===== config.mk =====
export PLATFORM = sky130hd
export DESIGN_NAME = spx_target
export DESIGN_NICKNAME = d
export VERILOG_FILES = /design/src/rtl/spx_pkg.sv /design/src/rtl/spx_shifter.sv /design/src/rtl/spx_page_buf.sv /design/src/rtl/spx_commit.sv /design/src/rtl/spx_target.sv
export SDC_FILE = /design/constraint.sdc
export NUM_CORES = 2
export LEC_CHECK = 0
export BUFFER_PORTS_ARGS = -buffer_cell sky130_fd_sc_hd__buf_2
export CORE_MARGIN = 5
export CORE_UTILIZATION = 35
export DETAILED_ROUTE_END_ITERATION = 6
export PLACE_DENSITY = 0.46
export SETUP_SLACK_MARGIN = 0.05
export SYNTH_ARGS = -nofsm -noshare
export SYNTH_HDL_FRONTEND = slang
export SYNTH_HIERARCHICAL = 1
export SYNTH_SLANG_ARGS = --single-unit
export TNS_END_PERCENT = 10

===== constraint.sdc =====
create_clock -name clk -period 9 [get_ports clk]
set_input_delay 1.35 -clock clk [delete_from_list [all_inputs] [get_ports clk]]
set_output_delay 1.35 -clock clk [all_outputs]
set_load 0.05 [all_outputs]

===== src/rtl/spx_pkg.sv =====
package spx_pkg;

   localparam logic [7:0] OP_ENABLE     = 8'hAC;
   localparam logic [7:0] SYNC_BYTE     = 8'h53;
   localparam logic [7:0] OP_LD_FL_LO   = 8'h40;
   localparam logic [7:0] OP_LD_FL_HI   = 8'h48;
   localparam logic [7:0] OP_WR_FL_PG   = 8'h4C;
   localparam logic [7:0] OP_LD_EE      = 8'hC1;
   localparam logic [7:0] OP_WR_EE_PG   = 8'hC2;
   localparam logic [7:0] OP_WR_EE_BYTE = 8'hC0;
   localparam logic [7:0] OP_RD_FL_LO   = 8'h20;
   localparam logic [7:0] OP_RD_FL_HI   = 8'h28;
   localparam logic [7:0] OP_RD_EE      = 8'hA0;
   localparam logic [7:0] OP_POLL       = 8'hF0;

   typedef enum logic [1:0] {
      CK_FLASH_PAGE = 2'd0,
      CK_EE_PAGE    = 2'd1,
      CK_EE_BYTE    = 2'd2
   } commit_kind_e;

   typedef enum logic [1:0] {
      SQ_IDLE = 2'd0,
      SQ_RUN  = 2'd1,
      SQ_HOLD = 2'd2
   } seq_state_e;

endpackage


===== src/rtl/spx_shifter.sv =====
module spx_shifter #(
   parameter int SYNC_STAGES = 2
) (
   input  logic       clk,
   input  logic       rst_n,
   input  logic       active,
   input  logic       sck_i,
   input  logic       mosi_i,
   input  logic       tx_load,
   input  logic [7:0] tx_byte,
   output logic       byte_done,
   output logic [7:0] rx_byte,
   output logic [1:0] byte_idx,
   output logic       miso_o
);

   generate
      if (SYNC_STAGES < 2) begin : g_bad_sync
         $error("spx_shifter: SYNC_STAGES must be at least 2");
      end
   endgenerate

   logic [SYNC_STAGES-1:0] sck_sync;
   logic [SYNC_STAGES-1:0] mosi_sync;
   logic                   sck_prev;
   logic                   sck_s;
   logic                   mosi_s;
   logic                   rise;
   logic                   fall;
   logic [6:0]             rx_sh;
   logic [2:0]             bit_cnt;
   logic [1:0]             cur_idx;
   logic [7:0]             tx_sh;
   logic [7:0]             tx_nxt;

   assign sck_s  = sck_sync[SYNC_STAGES-1];
   assign mosi_s = mosi_sync[SYNC_STAGES-1];
   assign rise   = active & sck_s & ~sck_prev;
   assign fall   = active & ~sck_s & sck_prev;
   assign tx_nxt = tx_load ? tx_byte : tx_sh;

   always_ff @(posedge clk or negedge rst_n) begin
      if (!rst_n) begin
         sck_sync  <= '0;
         mosi_sync <= '0;
         sck_prev  <= 1'b0;
      end else begin
         sck_sync  <= {sck_sync[SYNC_STAGES-2:0], sck_i};
         mosi_sync <= {mosi_sync[SYNC_STAGES-2:0], mosi_i};
         sck_prev  <= sck_s;
      end
   end

   always_ff @(posedge clk or negedge rst_n) begin
      if (!rst_n) begin
         rx_sh     <= '0;
         bit_cnt   <= '0;
         cur_idx   <= '0;
         byte_done <= 1'b0;
         rx_byte   <= '0;
         byte_idx  <= '0;
         tx_sh     <= '0;
         miso_o    <= 1'b0;
      end else if (!active) begin
         bit_cnt   <= '0;
         cur_idx   <= '0;
         byte_done <= 1'b0;
         tx_sh     <= '0;
         miso_o    <= 1'b0;
      end else begin
         byte_done <= 1'b0;
         if (rise) begin
            rx_sh   <= {rx_sh[5:0], mosi_s};
            bit_cnt <= bit_cnt + 3'd1;
            if (bit_cnt == 3'd7) begin
               byte_done <= 1'b1;
               rx_byte   <= {rx_sh, mosi_s};
               byte_idx  <= cur_idx;
               cur_idx   <= cur_idx + 2'd1;
            end
         end
         if (fall) begin
            miso_o <= tx_nxt[7];
            tx_sh  <= {tx_nxt[6:0], 1'b0};
         end else begin
            tx_sh  <= tx_nxt;
         end
      end
   end

   AST_MISO_ON_FALL: assert property (@(posedge clk) disable iff (!rst_n)
      !$stable(miso_o) |-> ($past(fall) || !$past(active)));

   AST_BYTE_ON_RISE: assert property (@(posedge clk) disable iff (!rst_n)
      byte_done |-> $past(rise));

endmodule


===== src/rtl/spx_page_buf.sv =====
module spx_page_buf #(
   parameter int PAGE_AW = 6
) (
   input  logic               clk,
   input  logic               rst_n,
   input  logic               ld_lo,
   input  logic               ld_hi,
   input  logic               ld_ee,
   input  logic [PAGE_AW-1:0] ld_idx,
   input  logic [7:0]         ld_data,
   input  logic               clr_fl,
   input  logic               clr_ee,
   input  logic [PAGE_AW-1:0] rd_idx,
   output logic [15:0]        fl_word,
   output logic [7:0]         ee_byte,
   output logic               ee_loaded
);

   localparam int WORDS = 1 << PAGE_AW;

   generate
      if (PAGE_AW < 1 || PAGE_AW > 10) begin : g_bad_page
         $error("spx_page_buf: PAGE_AW out of range");
      end
   endgenerate

   logic [15:0]      fl_q [WORDS];
   logic [7:0]       ee_q [WORDS];
   logic [WORDS-1:0] lo_ok;
   logic [WORDS-1:0] ee_ok;

   always_ff @(posedge clk or negedge rst_n) begin
      if (!rst_n) begin
         for (int w = 0; w < WORDS; w++) fl_q[w] <= 16'hFFFF;
         lo_ok <= '0;
      end else if (clr_fl) begin
         for (int w = 0; w < WORDS; w++) fl_q[w] <= 16'hFFFF;
         lo_ok <= '0;
      end else if (ld_lo) begin
         fl_q[ld_idx][7:0] <= ld_data;
         lo_ok[ld_idx]     <= 1'b1;
      end else if (ld_hi && lo_ok[ld_idx]) begin
         fl_q[ld_idx][15:8] <= ld_data;
      end
   end

   always_ff @(posedge clk or negedge rst_n) begin
      if (!rst_n) begin
         for (int w = 0; w < WORDS; w++) ee_q[w] <= 8'h00;
         ee_ok <= '0;
      end else if (clr_ee) begin
         ee_ok <= '0;
      end else if (ld_ee) begin
         ee_q[ld_idx]  <= ld_data;
         ee_ok[ld_idx] <= 1'b1;
      end
   end

   assign fl_word   = fl_q[rd_idx];
   assign ee_byte   = ee_q[rd_idx];
   assign ee_loaded = ee_ok[rd_idx];

   AST_HI_NEEDS_LO: assert property (@(posedge clk) disable iff (!rst_n)
      (ld_hi && !ld_lo && !clr_fl && !lo_ok[ld_idx]) |=>
         (fl_q[$past(ld_idx)][15:8] == 8'hFF));

   AST_EE_FLAGS_CLEAR: assert property (@(posedge clk) disable iff (!rst_n)
      clr_ee |=> (ee_ok == '0));

endmodule


===== src/rtl/spx_commit.sv =====
module spx_commit
   import spx_pkg::*;
#(
   parameter int PAGE_AW     = 6,
   parameter int PAGE_IDX_W  = 7,
   parameter int BUSY_CYCLES = 40
) (
   input  logic                          clk,
   input  logic                          rst_n,
   input  logic                          start,
   input  commit_kind_e                  kind,
   input  logic [PAGE_AW+PAGE_IDX_W-1:0] addr,
   input  logic [7:0]                    byte_data,
   output logic [PAGE_AW-1:0]            rd_idx,
   input  logic [15:0]                   fl_word,
   input  logic [7:0]                    ee_byte,
   input  logic                          ee_loaded,
   output logic                          clr_fl,
   output logic                          clr_ee,
   output logic                          busy,
   output logic                          mem_we,
   output logic                          mem_eep,
   output logic [PAGE_AW+PAGE_IDX_W-1:0] mem_waddr,
   output logic [15:0]                   mem_wdata
);

   localparam int                 ADDR_W = PAGE_AW + PAGE_IDX_W;
   localparam int                 CNT_W  = $clog2(BUSY_CYCLES + 1);
   localparam logic [PAGE_AW-1:0] LAST   = '1;

   generate
      if (BUSY_CYCLES < 1) begin : g_bad_busy
         $error("spx_commit: BUSY_CYCLES must be at least 1");
      end
   endgenerate

   seq_state_e              st;
   commit_kind_e            kind_q;
   logic [PAGE_IDX_W-1:0]   page_q;
   logic [PAGE_AW-1:0]      idx;
   logic [CNT_W-1:0]        cnt;
   logic                    is_flash;

   assign rd_idx   = idx;
   assign busy     = (st != SQ_IDLE);
   assign is_flash = (kind_q == CK_FLASH_PAGE);
   assign clr_fl   = (st == SQ_RUN) && (idx == LAST) && is_flash;
   assign clr_ee   = (st == SQ_RUN) && (idx == LAST) && !is_flash;

   always_ff @(posedge clk or negedge rst_n) begin
      if (!rst_n) begin
         st        <= SQ_IDLE;
         kind_q    <= CK_FLASH_PAGE;
         page_q    <= '0;
         idx       <= '0;
         cnt       <= '0;
         mem_we    <= 1'b0;
         mem_eep   <= 1'b0;
         mem_waddr <= '0;
         mem_wdata <= '0;
      end else begin
         mem_we <= 1'b0;
         case (st)
            SQ_IDLE: begin
               if (start) begin
                  kind_q <= kind;
                  page_q <= addr[ADDR_W-1:PAGE_AW];
                  idx    <= '0;
                  if (kind == CK_EE_BYTE) begin
                     mem_we    <= 1'b1;
                     mem_eep   <= 1'b1;
                     mem_waddr <= addr;
                     mem_wdata <= {8'h00, byte_data};
                     cnt       <= CNT_W'(BUSY_CYCLES);
                     st        <= SQ_HOLD;
                  end else begin
                     st <= SQ_RUN;
                  end
               end
            end
            SQ_RUN: begin
               mem_we    <= is_flash || ee_loaded;
               mem_eep   <= !is_flash;
               mem_waddr <= {page_q, idx};
               mem_wdata <= is_flash ? fl_word : {8'h00, ee_byte};
               idx       <= idx + 1'b1;
               if (idx == LAST) begin
                  cnt <= CNT_W'(BUSY_CYCLES);
                  st  <= SQ_HOLD;
               end
            end
            SQ_HOLD: begin
               if (cnt == '0) st <= SQ_IDLE;
               else           cnt <= cnt - 1'b1;
            end
            default: st <= SQ_IDLE;
         endcase
      end
   end

   AST_WE_WHILE_BUSY: assert property (@(posedge clk) disable iff (!rst_n)
      mem_we |-> busy);

   AST_START_WHEN_IDLE: assert property (@(posedge clk) disable iff (!rst_n)
      start |-> !busy);

endmodule


===== src/rtl/spx_target.sv =====
module spx_target
   import spx_pkg::*;
#(
   parameter int PAGE_AW     = 6,
   parameter int PAGE_IDX_W  = 7,
   parameter int BUSY_CYCLES = 40,
   parameter int SYNC_STAGES = 2,
   localparam int ADDR_W     = PAGE_AW + PAGE_IDX_W
) (
   input  logic              clk,
   input  logic              rst_n,
   input  logic              prog_active,
   input  logic              sck,
   input  logic              mosi,
   output logic              miso,
   output logic              mem_we,
   output logic              mem_eep,
   output logic [ADDR_W-1:0] mem_waddr,
   output logic [15:0]       mem_wdata,
   output logic [ADDR_W-1:0] mem_raddr,
   output logic              mem_reep,
   input  logic [15:0]       mem_rdata
);

   generate
      if (ADDR_W > 16) begin : g_bad_addr
         $error("spx_target: page and index bits exceed the 16-bit address field");
      end
   endgenerate

   logic               byte_done;
   logic [7:0]         rx_byte;
   logic [1:0]         byte_idx;
   logic               tx_load;
   logic [7:0]         tx_byte;
   logic [7:0]         b0, b1, b2;
   logic               enabled;
   logic               done_q;
   logic [1:0]         idx_q;
   logic [ADDR_W-1:0]  rd_addr;
   logic               rd_eep;
   logic               busy;
   logic               go;
   logic [15:0]        a16_now;
   logic [15:0]        a16_cmd;
   logic               ld_lo, ld_hi, ld_ee;
   logic               cm_start;
   commit_kind_e       cm_kind;
   logic [PAGE_AW-1:0] buf_rd_idx;
   logic [15:0]        buf_fl_word;
   logic [7:0]         buf_ee_byte;
   logic               buf_ee_loaded;
   logic               clr_fl, clr_ee;

   spx_shifter #(.SYNC_STAGES(SYNC_STAGES)) u_shift (
      .clk       (clk),
      .rst_n     (rst_n),
      .active    (prog_active),
      .sck_i     (sck),
      .mosi_i    (mosi),
      .tx_load   (tx_load),
      .tx_byte   (tx_byte),
      .byte_done (byte_done),
      .rx_byte   (rx_byte),
      .byte_idx  (byte_idx),
      .miso_o    (miso)
   );

   assign a16_now = {b1, rx_byte};
   assign a16_cmd = {b1, b2};

   always_ff @(posedge clk or negedge rst_n) begin
      if (!rst_n) begin
         b0      <= '0;
         b1      <= '0;
         b2      <= '0;
         enabled <= 1'b0;
         done_q  <= 1'b0;
         idx_q   <= '0;
         rd_addr <= '0;
         rd_eep  <= 1'b0;
      end else begin
         done_q <= byte_done;
         idx_q  <= byte_idx;
         if (!prog_active) begin
            enabled <= 1'b0;
         end else if (byte_done) begin
            case (byte_idx)
               2'd0: b0 <= rx_byte;
               2'd1: b1 <= rx_byte;
               2'd2: begin
                  b2      <= rx_byte;
                  rd_addr <= a16_now[ADDR_W-1:0];
                  rd_eep  <= (b0 == OP_RD_EE);
               end
               default: begin
                  if (b0 == OP_ENABLE && b1 == SYNC_BYTE) enabled <= 1'b1;
               end
            endcase
         end
      end
   end

   assign go       = prog_active && byte_done && (byte_idx == 2'd3) && enabled && !busy;
   assign ld_lo    = go && (b0 == OP_LD_FL_LO);
   assign ld_hi    = go && (b0 == OP_LD_FL_HI);
   assign ld_ee    = go && (b0 == OP_LD_EE);
   assign cm_start = go && ((b0 == OP_WR_FL_PG) || (b0 == OP_WR_EE_PG) || (b0 == OP_WR_EE_BYTE));

   always_comb begin
      case (b0)
         OP_WR_EE_PG:   cm_kind = CK_EE_PAGE;
         OP_WR_EE_BYTE: cm_kind = CK_EE_BYTE;
         default:       cm_kind = CK_FLASH_PAGE;
      endcase
   end

   assign tx_load = done_q;

   always_comb begin
      tx_byte = 8'h00;
      if (idx_q == 2'd1) begin
         tx_byte = b1;
      end else if (idx_q == 2'd2 && enabled) begin
         case (b0)
            OP_RD_FL_LO: tx_byte = busy ? 8'h00 : mem_rdata[7:0];
            OP_RD_FL_HI: tx_byte = busy ? 8'h00 : mem_rdata[15:8];
            OP_RD_EE:    tx_byte = busy ? 8'h00 : mem_rdata[7:0];
            OP_POLL:     tx_byte = {7'b0, busy};
            default:     tx_byte = 8'h00;
         endcase
      end
   end

   assign mem_raddr = rd_addr;
   assign mem_reep  = rd_eep;

   spx_page_buf #(.PAGE_AW(PAGE_AW)) u_buf (
      .clk       (clk),
      .rst_n     (rst_n),
      .ld_lo     (ld_lo),
      .ld_hi     (ld_hi),
      .ld_ee     (ld_ee),
      .ld_idx    (b2[PAGE_AW-1:0]),
      .ld_data   (rx_byte),
      .clr_fl    (clr_fl),
      .clr_ee    (clr_ee),
      .rd_idx    (buf_rd_idx),
      .fl_word   (buf_fl_word),
      .ee_byte   (buf_ee_byte),
      .ee_loaded (buf_ee_loaded)
   );

   spx_commit #(
      .PAGE_AW     (PAGE_AW),
      .PAGE_IDX_W  (PAGE_IDX_W),
      .BUSY_CYCLES (BUSY_CYCLES)
   ) u_commit (
      .clk       (clk),
      .rst_n     (rst_n),
      .start     (cm_start),
      .kind      (cm_kind),
      .addr      (a16_cmd[ADDR_W-1:0]),
      .byte_data (rx_byte),
      .rd_idx    (buf_rd_idx),
      .fl_word   (buf_fl_word),
      .ee_byte   (buf_ee_byte),
      .ee_loaded (buf_ee_loaded),
      .clr_fl    (clr_fl),
      .clr_ee    (clr_ee),
      .busy      (busy),
      .mem_we    (mem_we),
      .mem_eep   (mem_eep),
      .mem_waddr (mem_waddr),
      .mem_wdata (mem_wdata)
   );

   AST_NO_WRITE_WHEN_LOCKED: assert property (@(posedge clk) disable iff (!rst_n)
      (!enabled && !busy) |=> !mem_we);

   AST_QUIET_WHEN_INACTIVE: assert property (@(posedge clk) disable iff (!rst_n)
      (!prog_active && $past(!prog_active)) |-> !miso);

endmodule


==> flow_summary.ini <==
[run_status]
outcome = completed

[detailed_routing]
wirelength_um = 295000
drtIter0Drc = 5334
vias = 54300
first_pass_iters = 6
ant_nets = 0
via_per_inst = 5.82
wl_per_cell_um = 31.5
drc_errors = 0

[layout]
seq_area_mm2 = 0.0461
multi_input_area_mm2 = 0.0367
drive_gt1_share_pct = 52.3
layout.nets = 5992
syn_to_final_growth_pct = 13.0
fill_cells = 22400

[global_routing]
grt_pass1_vias = 56100
grt_pass1_wl_um = 428000
overflow = 0
antenna_found_initial = 29
grt_max_degree = 205
track_usage_pct = 23.2

[cts]
cts_root_buffer = clkbuf_16
cts_tree = yes
clockBufferDepth = 3
clkLatencyLatePin_ps = 870
cts_sinks = 1789
postCtsSetupBuffers = 0
cts_resized = 0
numCtsBuffers = 205
clk_pin_slew_ps = 60
cts_hold_buffers = 0
htree_num_levels = 4

[critical_path]
required_ps = 9730
arrival_ps = 6140
setup.worst_path.class = reg2reg
end_kind = flop
crit_path_start_kind = flop
crit_fanout = 46

[floorplan]
dieArea_mm2 = 0.252
die_h_um = 502
ioPinCount = 67
die_w_um = 502
row_count = 180
start_util_pct = 35.2
core_mm2 = 0.241

[synthesis]
syn_inst = 6022
synth_seq_cells = 1789
yosysWarnings = 6
syn-cell-area_mm2 = 0.0848
synth_flop_cell = dfstp_2
synth.net_count = 6048
ys_types = 69
synth_edf_count = 0
yosysSeqAreaShare_pct = 54.3
async_flop_share_pct = 100
syn_area_per_cell_um2 = 14.1

[sta]
max_slew.worst_pin.slew_ps = 1420
slew_headroom_pct = 4.96
clock.fmax_mhz = 185
finalSetupTns_ps = 0
finalCritPeriodShare_pct = 60.1
fin_ws_ps = 3590
hold_viol = 0
skew_ps = 63.0
slew_viol_final = 0
rsz0062_at_grt = no
period_needed_ps = 5410
final-setup-viol-count = 0

[placement]
place_congestion = 0.836
pre_cts_slack_ps = 3760
port_buffers = 66
hpwlAfterDp_um = 189000

[run]
max-cap-violations = 0

[power_and_ir_drop]
leakagePower_uw = 0.0428
powerDensity_mw_per_mm2 = 176
peakVddDrop_mv = 0.191

[hold_path]
hp-class = reg2reg
==> cell usage in the layout, fill, tap and decap left out, types with 68 or more instances in the layout <==
| master | count |
|---|---|
| nor3_1 | 80 |
| mux2_2 | 987 |
| mux4_2 | 529 |
| clkbuf_16 | 207 |
| buf_4 | 157 |
| a221o_1 | 163 |
| nor2_1 | 570 |
| mux2i_1 | 264 |
| dfrtp_1 | 748 |
| a211o_1 | 138 |
| dfstp_2 | 1024 |
| nand2_1 | 230 |
| clkbuf_1 | 68 |
| a21oi_1 | 131 |
| inv_1 | 71 |
| and3_1 | 83 |
==> registers in the layout, indices dropped and copies added (netlist names), 2 cells and up <==
| register | flops |
|---|---|
| b0 | 8 |
| b1 | 8 |
| b2 | 7 |
| idx_q | 2 |
| mem_raddr | 6 |
| u_buf/ee_ok | 64 |
| u_buf/ee_q | 512 |
| u_buf/fl_q | 1024 |
| u_buf/lo_ok | 64 |
| u_commit/cnt | 6 |
| u_commit/kind_q | 2 |
| u_commit/mem_waddr | 13 |
| u_commit/mem_wdata | 16 |
| u_commit/page_q | 7 |
| u_commit/rd_idx | 6 |
| u_commit/st | 2 |
| u_shift/bit_cnt | 3 |
| u_shift/byte_idx | 2 |
| u_shift/cur_idx | 2 |
| u_shift/mosi_sync | 2 |
| u_shift/rx_byte | 8 |
| u_shift/rx_sh | 7 |
| u_shift/sck_sync | 2 |
| u_shift/tx_sh | 8 |
==> power by group <==
group / switching, uW / internal, uW
clock network: 3560 / 4990
registers: 11.4 / 8080
logic: 171 / 26.6
total: 3750 / 13100
==> worst max-delay path, cell delays in order, from the launching register on <==
cell     delay, ps
dfrtp_2        980
mux4_2         610
mux2i_1        240
o22ai_1        180
nor3_4         920
nand4_4        890
buf_4          620
nand3_1        490
mux2i_1        270
==> synthesized netlist by cell type (all sizes together), types with 15 or more instances <==
library cell  number  area [um^2]
buf              123          564
and3              83          519
dfstp           1024        26900
a31oi             16          100
o21ai             59          295
nand2            233          875
mux4             529        11900
a32oi             49          429
a21boi            24          180
a211o            138         1210
clkbuf           380         1430
a21oi            136          692
mux2             989        11100
mux2i            264         2640
nor3              91          503
nor2b             15         93.8
dfrtp            765        19100
inv               72          270
a22o              24          210
nand3             79          485
a221o            163         1630
a311o             23          230
nor2             600         2260
o22ai             34          213
==> final cells by class <==
class	count	share of cell area, %
inverter	72	0.282
sequential	1789	48.1
timing repair buffer	240	1.95
clock buffer	325	6.39
multi-input combinational	3658	38.3
antenna	8	0.0209
tap	3185	4.16
clock inverter	62	0.805
==> cell families (layout without fill, tap and decap cells) <==
family | after synthesis | after routing | synth area share, %
flip-flops | 1789 | 1789 | 54.3
multiplexers | 1782 | 1782 | 30.3
adder cells (fa/ha/maj) | 5 | 5 | 0.0738
AO/OA/AOI/OAI | 687 | 687 | 6.32
XOR/XNOR | 3 | 3 | 0.0310
AND/OR/NAND/NOR | 1181 | 1181 | 6.30
other | 0 | 8 | 0
buffers and inverters | 575 | 699 | 2.67
==> per-stage QoR <==
| stage | hold WS (ps) | std cells | power [uW] | utilization (%) | instance area, um^2 |
|---|---|---|---|---|---|
| after floorplan | 331 | 6022 | 8240 | - | 84800 |
| after global placement | 332 | 8944 | 8430 | 36.9 | 88900 |
| after detailed placement | 338 | 8944 | 8430 | 36.9 | 88900 |
| after CTS | 351 | 9331 | 17100 | 39.8 | 95800 |
| after global routing | 355 | 9333 | 17400 | 39.8 | 95800 |
| final | 348 | 9339 | 16800 | 39.8 | 95800 |
==> layer usage <==
layer	share of wire (%)	wire length (um)	global-route usage, %	vias up
li1	-	-	-	22500
met1	45	133000	33.5	29800
met2	46	136000	36.3	1706
met3	5.9	17400	3.92	407
met4	2.8	8230	6.39	2
met5	0.0024	7	0	-
==> worst paths after layout <==
| check | start | endpoint | slack [ps] | cells after the start |
|---|---|---|---|---|
| worst max register to register | b2[0]$_DFFE_PN0P_ | u_buf/fl_q[319]$_DFFE_PN1P_ | 3590 | 8 |
| min in group asynchronous | rst_n | b1[7]$_DFFE_PN0P_ | 470 | 1 |
| worst max-delay path | b2[0]$_DFFE_PN0P_ | u_buf/fl_q[319]$_DFFE_PN1P_ | 3590 | 8 |
| worst min register to register | u_shift/mosi_sync[0]$_DFF_PN0_ | u_shift/mosi_sync[1]$_DFF_PN0_ | 350 | 0 |
| worst min-delay path | u_shift/mosi_sync[0]$_DFF_PN0_ | u_shift/mosi_sync[1]$_DFF_PN0_ | 350 | 0 |
| max in group asynchronous | rst_n | u_buf/ee_q[141]$_DFFE_PN0P_ | 6440 | 3 |
Power figures use the tool's default switching activity.
